===== src/rtl/cpu_psw_pkg.sv =====
package cpu_psw_pkg;
  localparam int unsigned PSW_W   = 16;
  localparam int unsigned BIT_C   = 0;
  localparam int unsigned BIT_D   = 1;
  localparam int unsigned BIT_Z   = 2;
  localparam int unsigned BIT_S   = 3;
  localparam int unsigned BIT_B   = 4;
  localparam int unsigned BIT_O   = 5;
  localparam int unsigned BIT_I   = 6;
  localparam int unsigned BIT_U   = 7;
  localparam int unsigned LVL_LSB = 12;
  localparam int unsigned LVL_W   = 3;
  localparam int unsigned LVL_MSB = LVL_LSB + LVL_W - 1;
  localparam int unsigned N_ALU   = 4;
  // ALU flag index -> word bit: carry, zero, sign, overflow
  localparam int unsigned ALU_POS [N_ALU] = '{BIT_C, BIT_Z, BIT_S, BIT_O};
  // bits that hold state; all others read as zero
  localparam logic [PSW_W-1:0] KEEP_MASK = 16'h70FF;

  typedef logic [PSW_W-1:0] psw_t;
  typedef logic [LVL_W-1:0] lvl_t;
endpackage


===== src/rtl/psw_irq_arbiter.sv =====
module psw_irq_arbiter
  import cpu_psw_pkg::*;
#(
  parameter int unsigned VEC_W      = 6,
  parameter int unsigned SW_U_LIMIT = 32
) (
  input  logic             ien,
  input  lvl_t             cur_lvl,
  input  logic             hw_req,
  input  lvl_t             hw_lvl,
  input  logic             sw_req,
  input  logic [VEC_W-1:0] sw_vec,
  output logic             take,
  output logic             take_hw,
  output logic             clr_user
);
  localparam logic [VEC_W:0] LIMIT = SW_U_LIMIT[VEC_W:0];

  logic hw_ok;
  logic sw_low;

  always_comb begin
    hw_ok    = hw_req && ien && (hw_lvl > cur_lvl);
    sw_low   = ({1'b0, sw_vec} < LIMIT);
    take_hw  = hw_ok && !sw_req;
    take     = sw_req || hw_ok;
    clr_user = take_hw || (sw_req && sw_low);
  end
endmodule


===== src/rtl/psw_next_word.sv =====
module psw_next_word
  import cpu_psw_pkg::*;
(
  input  psw_t             cur,
  input  logic             take,
  input  logic             take_hw,
  input  logic             clr_user,
  input  lvl_t             hw_lvl,
  input  logic             wr_en,
  input  psw_t             wr_data,
  input  logic [N_ALU-1:0] alu_val,
  input  logic [N_ALU-1:0] alu_en,
  output psw_t             nxt,
  output logic             load
);
  always_comb begin
    nxt = cur;
    if (take) begin
      nxt[BIT_I] = 1'b0;
      if (clr_user) nxt[BIT_U] = 1'b0;
      if (take_hw)  nxt[LVL_MSB:LVL_LSB] = hw_lvl;
    end else if (wr_en) begin
      nxt = wr_data & KEEP_MASK;
    end else begin
      for (int k = 0; k < N_ALU; k++) begin
        if (alu_en[k]) nxt[ALU_POS[k]] = alu_val[k];
      end
    end
    load = take || wr_en || (|alu_en);
  end
endmodule


===== src/rtl/psw_stack_ptrs.sv =====
module psw_stack_ptrs #(
  parameter int unsigned SP_W = 16
) (
  input  logic            clk,
  input  logic            rst_n,
  input  logic            isp_we,
  input  logic            usp_we,
  input  logic [SP_W-1:0] wdata,
  input  logic            use_user,
  output logic [SP_W-1:0] sp_out
);
  logic [SP_W-1:0] isp_q, isp_d;
  logic [SP_W-1:0] usp_q, usp_d;

  always_comb begin
    isp_d  = wdata;
    usp_d  = wdata;
    sp_out = use_user ? usp_q : isp_q;
  end

  always_ff @(posedge clk or negedge rst_n) begin
    if (!rst_n)      isp_q <= '0;
    else if (isp_we) isp_q <= isp_d;
  end

  always_ff @(posedge clk or negedge rst_n) begin
    if (!rst_n)      usp_q <= '0;
    else if (usp_we) usp_q <= usp_d;
  end

  // pointers change only on their own write strobe
  p_isp_hold_r9: assert property (@(posedge clk) disable iff (!rst_n)
    !isp_we |=> $stable(isp_q));
  p_usp_hold_r9: assert property (@(posedge clk) disable iff (!rst_n)
    !usp_we |=> $stable(usp_q));
endmodule


===== src/rtl/cpu_status_unit.sv =====
module cpu_status_unit
  import cpu_psw_pkg::*;
#(
  parameter int unsigned SP_W       = 16,
  parameter int unsigned VEC_W      = 6,
  parameter int unsigned SW_U_LIMIT = 32
) (
  input  logic             clk,
  input  logic             rst_n,
  input  logic [3:0]       alu_flag_val,
  input  logic [3:0]       alu_flag_en,
  input  logic             psw_wr_en,
  input  logic [15:0]      psw_wr_data,
  input  logic             hw_irq_req,
  input  logic [2:0]       hw_irq_lvl,
  input  logic             sw_int_req,
  input  logic [VEC_W-1:0] sw_int_vec,
  input  logic             isp_we,
  input  logic             usp_we,
  input  logic [SP_W-1:0]  sp_wdata,
  output logic [15:0]      psw,
  output logic             irq_accept,
  output logic [15:0]      saved_psw,
  output logic [SP_W-1:0]  sp_cur,
  output logic             bank_sel
);
  psw_t flags_q, flags_d, saved_q;
  logic acc_q;
  logic take, take_hw, clr_user, load;

  psw_irq_arbiter #(.VEC_W(VEC_W), .SW_U_LIMIT(SW_U_LIMIT)) u_arb (
    .ien      (flags_q[BIT_I]),
    .cur_lvl  (flags_q[LVL_MSB:LVL_LSB]),
    .hw_req   (hw_irq_req),
    .hw_lvl   (hw_irq_lvl),
    .sw_req   (sw_int_req),
    .sw_vec   (sw_int_vec),
    .take     (take),
    .take_hw  (take_hw),
    .clr_user (clr_user)
  );

  psw_next_word u_next (
    .cur      (flags_q),
    .take     (take),
    .take_hw  (take_hw),
    .clr_user (clr_user),
    .hw_lvl   (hw_irq_lvl),
    .wr_en    (psw_wr_en),
    .wr_data  (psw_wr_data),
    .alu_val  (alu_flag_val),
    .alu_en   (alu_flag_en),
    .nxt      (flags_d),
    .load     (load)
  );

  always_ff @(posedge clk or negedge rst_n) begin
    if (!rst_n)    flags_q <= '0;
    else if (load) flags_q <= flags_d;
  end

  always_ff @(posedge clk or negedge rst_n) begin
    if (!rst_n)    saved_q <= '0;
    else if (take) saved_q <= flags_q;
  end

  always_ff @(posedge clk or negedge rst_n) begin
    if (!rst_n) acc_q <= 1'b0;
    else        acc_q <= take;
  end

  psw_stack_ptrs #(.SP_W(SP_W)) u_sp (
    .clk      (clk),
    .rst_n    (rst_n),
    .isp_we   (isp_we),
    .usp_we   (usp_we),
    .wdata    (sp_wdata),
    .use_user (flags_q[BIT_U]),
    .sp_out   (sp_cur)
  );

  assign psw        = flags_q;
  assign saved_psw  = saved_q;
  assign irq_accept = acc_q;
  assign bank_sel   = flags_q[BIT_B];

  p_reserved_zero_r3: assert property (@(posedge clk) disable iff (!rst_n)
    (psw & ~KEEP_MASK) == '0);
  p_accept_needs_enable_r4: assert property (@(posedge clk) disable iff (!rst_n)
    irq_accept |-> ($past(psw[BIT_I]) || $past(sw_int_req)));
  p_accept_clears_ien_r5: assert property (@(posedge clk) disable iff (!rst_n)
    irq_accept |-> !psw[BIT_I]);
  p_hw_loads_level_r5: assert property (@(posedge clk) disable iff (!rst_n)
    (irq_accept && !$past(sw_int_req)) |-> (psw[LVL_MSB:LVL_LSB] == $past(hw_irq_lvl)));
  p_sw_keeps_level_r6: assert property (@(posedge clk) disable iff (!rst_n)
    (irq_accept && $past(sw_int_req)) |-> $stable(psw[LVL_MSB:LVL_LSB]));
  p_saved_is_old_r7: assert property (@(posedge clk) disable iff (!rst_n)
    irq_accept |-> (saved_psw == $past(psw)));
endmodule


===== config.mk =====
export PLATFORM = sky130hd
export DESIGN_NAME = cpu_status_unit
export DESIGN_NICKNAME = d
export VERILOG_FILES = /design/src/rtl/cpu_psw_pkg.sv /design/src/rtl/psw_irq_arbiter.sv /design/src/rtl/psw_next_word.sv /design/src/rtl/psw_stack_ptrs.sv /design/src/rtl/cpu_status_unit.sv
export SDC_FILE = /design/constraint.sdc
export NUM_CORES = 1
export LEC_CHECK = 0
export BUFFER_PORTS_ARGS = -buffer_cell sky130_fd_sc_hd__buf_4
export CORE_MARGIN = 4
export CORE_UTILIZATION = 40
export CTS_CLUSTER_SIZE = 40
export DETAILED_ROUTE_END_ITERATION = 8
export HOLD_SLACK_MARGIN = 0.12
export PLACE_DENSITY = 0.68
export SLEW_MARGIN = 20
export SYNTH_ARGS = -nofsm -noshare
export SYNTH_HDL_FRONTEND = slang
export SYNTH_SLANG_ARGS = --single-unit

===== constraint.sdc =====
create_clock -name clk -period 2.09 [get_ports clk]
set_input_delay 0.209 -clock clk [delete_from_list [all_inputs] [get_ports clk]]
set_output_delay 0.209 -clock clk [all_outputs]
set_load 0.02 [all_outputs]

# [Yosys cells after proc, flatten, opt, wreduce, memory -nomap -nowiden]
# Index checks and enable logic that the tools add are counted.
[word_totals] inputBits=56 out_inout_bits=50 ff_bits=55
[op_classes] mux=13 n_reduce_logical=23 bitwise_logic=1 eq_ne=2 n_lt_le_gt_ge=2
[ops] op="$reduce_and 3->1" n=7
[ops] op="$mux 16" n=1
[ops] op="$reduce_bool 2->1" n=5
[ops] op="$mux 9" n=1
[ops] op="$mux 1" n=7
[ops] op="$lt 6x6->1 const B" n=1
[ops] op="$mux 3" n=2
[ops] op="$logic_and 1x1->1" n=4
[ops] op="$logic_or 1x1->1" n=4
[ops] op="$mux 2" n=2
[ops] op="$ne 2x1->1 const B" n=2
[ops] op="$reduce_or 4->1" n=1
[ops] op="$gt 3x3->1" n=1
[ops] op="$reduce_and 2->1" n=1
[ops] op="$logic_not 1->1" n=1
[ops] op="$not 1->1" n=1

# [Logic depth before layout (Yosys ltp)]
[depth] ltp_word=6 depth_mapped=8 ltp_nobuf=8

# [Modules after synthesis]
# From an unflattened synthesis, not the netlist that was laid out.
[unflattened] hier_cells=212 area_unflattened_um2=3325.7
[modules_own_cells] module="psw_stack_ptrs" instances=1 cells_per_inst=86 area_per_inst_um2=1547.7
[modules_own_cells] module="cpu_status_unit" instances=1 cells_per_inst=70 area_per_inst_um2=1331.3
[modules_own_cells] module="psw_next_word" instances=1 cells_per_inst=40 area_per_inst_um2=346.6
[modules_own_cells] module="psw_irq_arbiter" instances=1 cells_per_inst=16 area_per_inst_um2=100.1

# [Worst setup path before layout]
# Ideal clock, no wire load.
[synth_timing] kind="register to register" start="register flags_q[13], in the netlist psw[13]" end="register saved_q[2], in the netlist saved_psw[2]" path_buffers=1 stages_incl_launch_ff=8 path_slack_ns=0.143 synth_period_minus_slack_ns=1.947 required_time_ns=1.965 arrival_time_ns=1.823 cell_sequence="dfrtp_1 inv_1 ha_1 a211oi_2 nor3_4 nor2_4 buf_6 mux2_2"
[synth_between] elab_chain_cells=3
[synth_lines] element="start, declared" line_no="cpu_status_unit.sv:27" rtl="psw_t flags_q, flags_d, saved_q;"
[synth_lines] element="start signal, assigned" line_no="cpu_status_unit.sv:59" rtl="else if (load) flags_q <= flags_d;"
[synth_lines] element="$gt 3x3->1" line_no="psw_irq_arbiter.sv:23" rtl="hw_ok = hw_req && ien && (hw_lvl > cur_lvl);"
[synth_lines] element="$logic_and 1x1->1" line_no="psw_irq_arbiter.sv:23"
[synth_lines] element="$logic_or 1x1->1" line_no="psw_irq_arbiter.sv:26" rtl="take = sw_req || hw_ok;"
[synth_lines] element="end signal, assigned" line_no="cpu_status_unit.sv:64" rtl="else if (take) saved_q <= flags_q;"
[synth_lines] element="end, declared" line_no="cpu_status_unit.sv:27"
# Every way passes these cells.
# A chain may end at the register's enable or synchronous reset.

# [Worst setup path in the final report]
[layout_timing] start="register flags_q[7], in the netlist psw[7]" end="output sp_cur[12]"
[layout_between] elab_chain_cells=1
[layout_lines] element="$mux 16" line_no="psw_stack_ptrs.sv:18" rtl="sp_out = use_user ? usp_q : isp_q;"
[layout_lines] element="end, declared" line_no="cpu_status_unit.sv:24" rtl="output logic [SP_W-1:0] sp_cur,"
# Every way passes these cells.

==> results list <==
* Highest metal layer with signal wires: met4
- For the worst-skew pair, the clock arrives at the later sink with an insertion delay of 0.30 ns.
* Total length of routed wires: 5.59 mm
* Total CTS buffers: 5
- Async SR Flop Fraction: 1.00
* Drt wl/cell: 15.8 µm
- Of all nets on the critical path, the largest fanout is 18.
- The number of global-route vias before repair is 1,868.
- Most used cells in the layout excluding fill and tap cells: sky130_fd_sc_hd__buf_4 (90), sky130_fd_sc_hd__dfrtp_1 (55), sky130_fd_sc_hd__mux2_2 (54), sky130_fd_sc_hd__conb_1 (10), sky130_fd_sc_hd__nand3_1 (8)
- Across the VDD grid, the largest voltage drop is 569 µV.
- On the worst path, the slowest cell contributes a delay of 0.89 ns.
* Number of synthesized register bits: 55
- The count of nets left with antenna violations once routing finished came out at 0.
- Root Buffer Master: sky130_fd_sc_hd__clkbuf_8
- Total Neg Setup Slack: 0 ns
- Post-synth EDFFs: 0
- The library cell used most frequently in the layout, excluding fill and tap cells, is sky130_fd_sc_hd__buf_4.
- Family of cells with the greatest summed delay on the critical path: flip-flops
- Total area of multi-input combinational cells: 1080 µm²
- The flow ran to the end, and the final reports show no timing, DRC or antenna violations.
* Detailed placer's ending HPWL: 4.12 mm
- Die height: 88.5 µm
- Averaged over all synthesized cells, the footprint is 13.6 µm².
* Global-route congestion overflow total: 0
* Initial core utilization: 0.410
- For this run, the number of Yosys warnings is 0.
- Final Total Pwr: 2880 µW
- After detailed routing, the number of vias per cell comes to 5.02.
* Number of I/O port buffers: 85
* Portion of total power attributed to sequential cells: 0.447
* Period minus WS final: 1.99 ns
- Derived from the worst setup path, the maximum achievable clock frequency is 0.504 GHz.
- Hold timing on the final database bottoms out at a slack of 0.133 ns.
- Sum of met3 wire segment lengths after detailed routing: 490 µm
* Final number of max-transition violations: 0
* Synthesized instance count: 191
- Antenna violations before repair: 0
- The detailed router put a total of 2.39 mm of wire on met1.
- Pin count of the biggest net entering global routing: 56
- STA puts the critical path data required time at 1.88 ns.
- # DRC: 0
- Switching power: 812 µW
* Category of the critical setup timing path: flop to output port
- For this run, the post-layout net count is 335.
* Switching part of the total: 0.282
- Internal cell power: 2060 µW
- The initialized floorplan defines 29 standard-cell rows.
* Count of boundary I/O pins: 106
- Detailed routing inserted a total of 1,777 vias.
- Power density over the cells: 845 nW/µm²
* Post-Route Skew: 0.00767 ns
- Post-synthesis instance area: 2590 µm²
* Die W: 88.5 µm
- Clk pin slew, worst setup/hold paths: 0.10 ns
* Standard cell core area: 6310 µm²
- Number of library cell types mapped by synthesis: 33
- Together, buffers and inverters on the worst path number 1.
- STA classifies the critical path startpoint as a flop.
- Of the total power, the clock network draws 0.284.
* Met2 WL post-DR: 2.64 mm
- Final Util: 0.539
- Filler cell count in the final layout: 579
- The clock passes through at most 2 buffers.
- Final setup violation count: 0
- OpenSTA, run right after detailed placement, puts the worst setup slack at 0.104 ns.
* Prevailing post-synth register cell: sky130_fd_sc_hd__dfrtp_1
* Routability-driven placement congestion ratio: 0.772
* Tightest Pin Transition: 0.816 ns
- Dividing the final minimum period by the clock period gives 0.950.
- Compared with the post-synthesis result, the final layout area differs by 31.3%.
- Slew margin rel.: 0.456
* Final hold violation count: 0
* Router iterations before antenna repair: 4
- Walking the worst path, the cells encountered are mux2_2, buf_4.
- The die covers 7830 µm².
- Max-cap violation count: 0
* Worst setup EP type: output port
- CP arrival: 1.78 ns
* N_diodes: 0
* Register area: 1380 µm²
* Static power due to leakage: 0.00159 µW
- RSZ-0062 raised after global routing: no
- The share of total power dissipated in combinational logic is 0.268.
* Hold WC Path Type: input pin to flop
- Of the cells placed in the final design, the portion with a size suffix greater than 1 is 0.581.
- For this run, the total global-route usage over all layers was measured as 0.149.
- The H-tree was split into 2 levels.
- TritonCTS built the clock tree.
- Cell with the biggest individual delay on the critical path: sky130_fd_sc_hd__dfrtp_1
- The clock net in this run drives a total of 55 sinks.
- The first global-routing pass estimated 9.04 mm of wire.
* Seq/Total Area, Yosys: 0.531
* Count of routing violations after the opening detailed-route iteration: 66
- Worst Slack Setup Final: 0.105 ns
- The number of setup buffers added after CTS is 0.
==> sequential cells by signal, indices dropped and copies added (netlist names) <==
| name | cells |
|---|---|
| u_sp.isp_q | 16 |
| psw | 11 |
| u_sp.usp_q | 16 |
| irq_accept | 1 |
| saved_psw | 11 |
==> synthesized netlist by cell type (2+ instances only) <==
library cell	count	share of area
sky130_fd_sc_hd__a22o_1	2	0.0068
sky130_fd_sc_hd__a2bb2oi_1	2	0.0068
sky130_fd_sc_hd__buf_2	4	0.0077
sky130_fd_sc_hd__buf_4	13	0.038
sky130_fd_sc_hd__buf_6	2	0.0087
sky130_fd_sc_hd__clkbuf_1	4	0.0058
sky130_fd_sc_hd__dfrtp_1	55	0.53
sky130_fd_sc_hd__ha_1	3	0.014
sky130_fd_sc_hd__inv_1	5	0.0072
sky130_fd_sc_hd__mux2_1	7	0.030
sky130_fd_sc_hd__mux2_2	54	0.23
sky130_fd_sc_hd__nand3_1	8	0.015
sky130_fd_sc_hd__nand4_1	3	0.0072
sky130_fd_sc_hd__nor2_1	6	0.0087
sky130_fd_sc_hd__o22ai_1	2	0.0048
sky130_fd_sc_hd__o31ai_1	4	0.012
==> what timing repair did <==
action / in CTS / in global routing
hold endpoints to repair: 56 / 0
resized for setup: 0 / 1
hold buffers: 2 / 0
setup endpoints to repair: 0 / 11
==> per-layer routing <==
layer / vias to the layer above / track usage
met5: - / 0
met4: 0 / 0.0412
met3: 7 / 0.0475
met2: 67 / 0.238
met1: 874 / 0.196
li1: 829 / -
==> final cells by class <==
| class | instances | share of cell area |
|---|---|---|
| sequential | 55 | 0.405 |
| clock inverter | 2 | 0.0177 |
| multi-input combinational | 116 | 0.317 |
| tap | 77 | 0.0283 |
| inverter | 6 | 0.00662 |
| clock buffer | 6 | 0.0213 |
| timing repair buffer | 92 | 0.204 |
==> per-stage QoR <==
step | cell area, µm² | std cells
finish | 3400 | 354
global route | 3400 | 354
CTS | 3390 | 354
detailed placement | 3240 | 344
global placement | 3240 | 344
floorplan | 2630 | 200
==> logic make-up after synthesis <==
logic type / Yosys count / synth area share
buf+inv: 29 / 0.0686
simple gates: 24 / 0.0531
fa+ha+maj: 3 / 0.0145
flops: 55 / 0.531
other cells: 1 / 0.00145
mux: 62 / 0.269
compound gates: 17 / 0.0623
==> path summary, 6_finish.rpt <==
kind                                     start            end  slack (ns)  cells after the start
worst max-delay path                    psw[7]     sp_cur[12]        0.10                      2
worst min-delay path            psw_wr_data[2]         psw[2]        0.13                      2
worst max register to register         psw[13]   saved_psw[4]        0.11                      7
worst min register to register    saved_psw[1]   saved_psw[1]        0.50                      1
max in group asynchronous                rst_n  u_sp.isp_q[0]        1.13                      2
min in group asynchronous                rst_n  u_sp.usp_q[9]        0.48                      2
==> power by group through the flow <==
stage | logic, µW | clock network (µW) | registers, µW
final | 771 | 817 | 1290
after global placement | 761 | 0 | 1300
after detailed placement | 769 | 0 | 1310
after CTS | 774 | 839 | 1290
after global routing | 832 | 888 | 1310
after floorplan | 385 | 0 | 1370
Power figures use the tool's default switching activity.
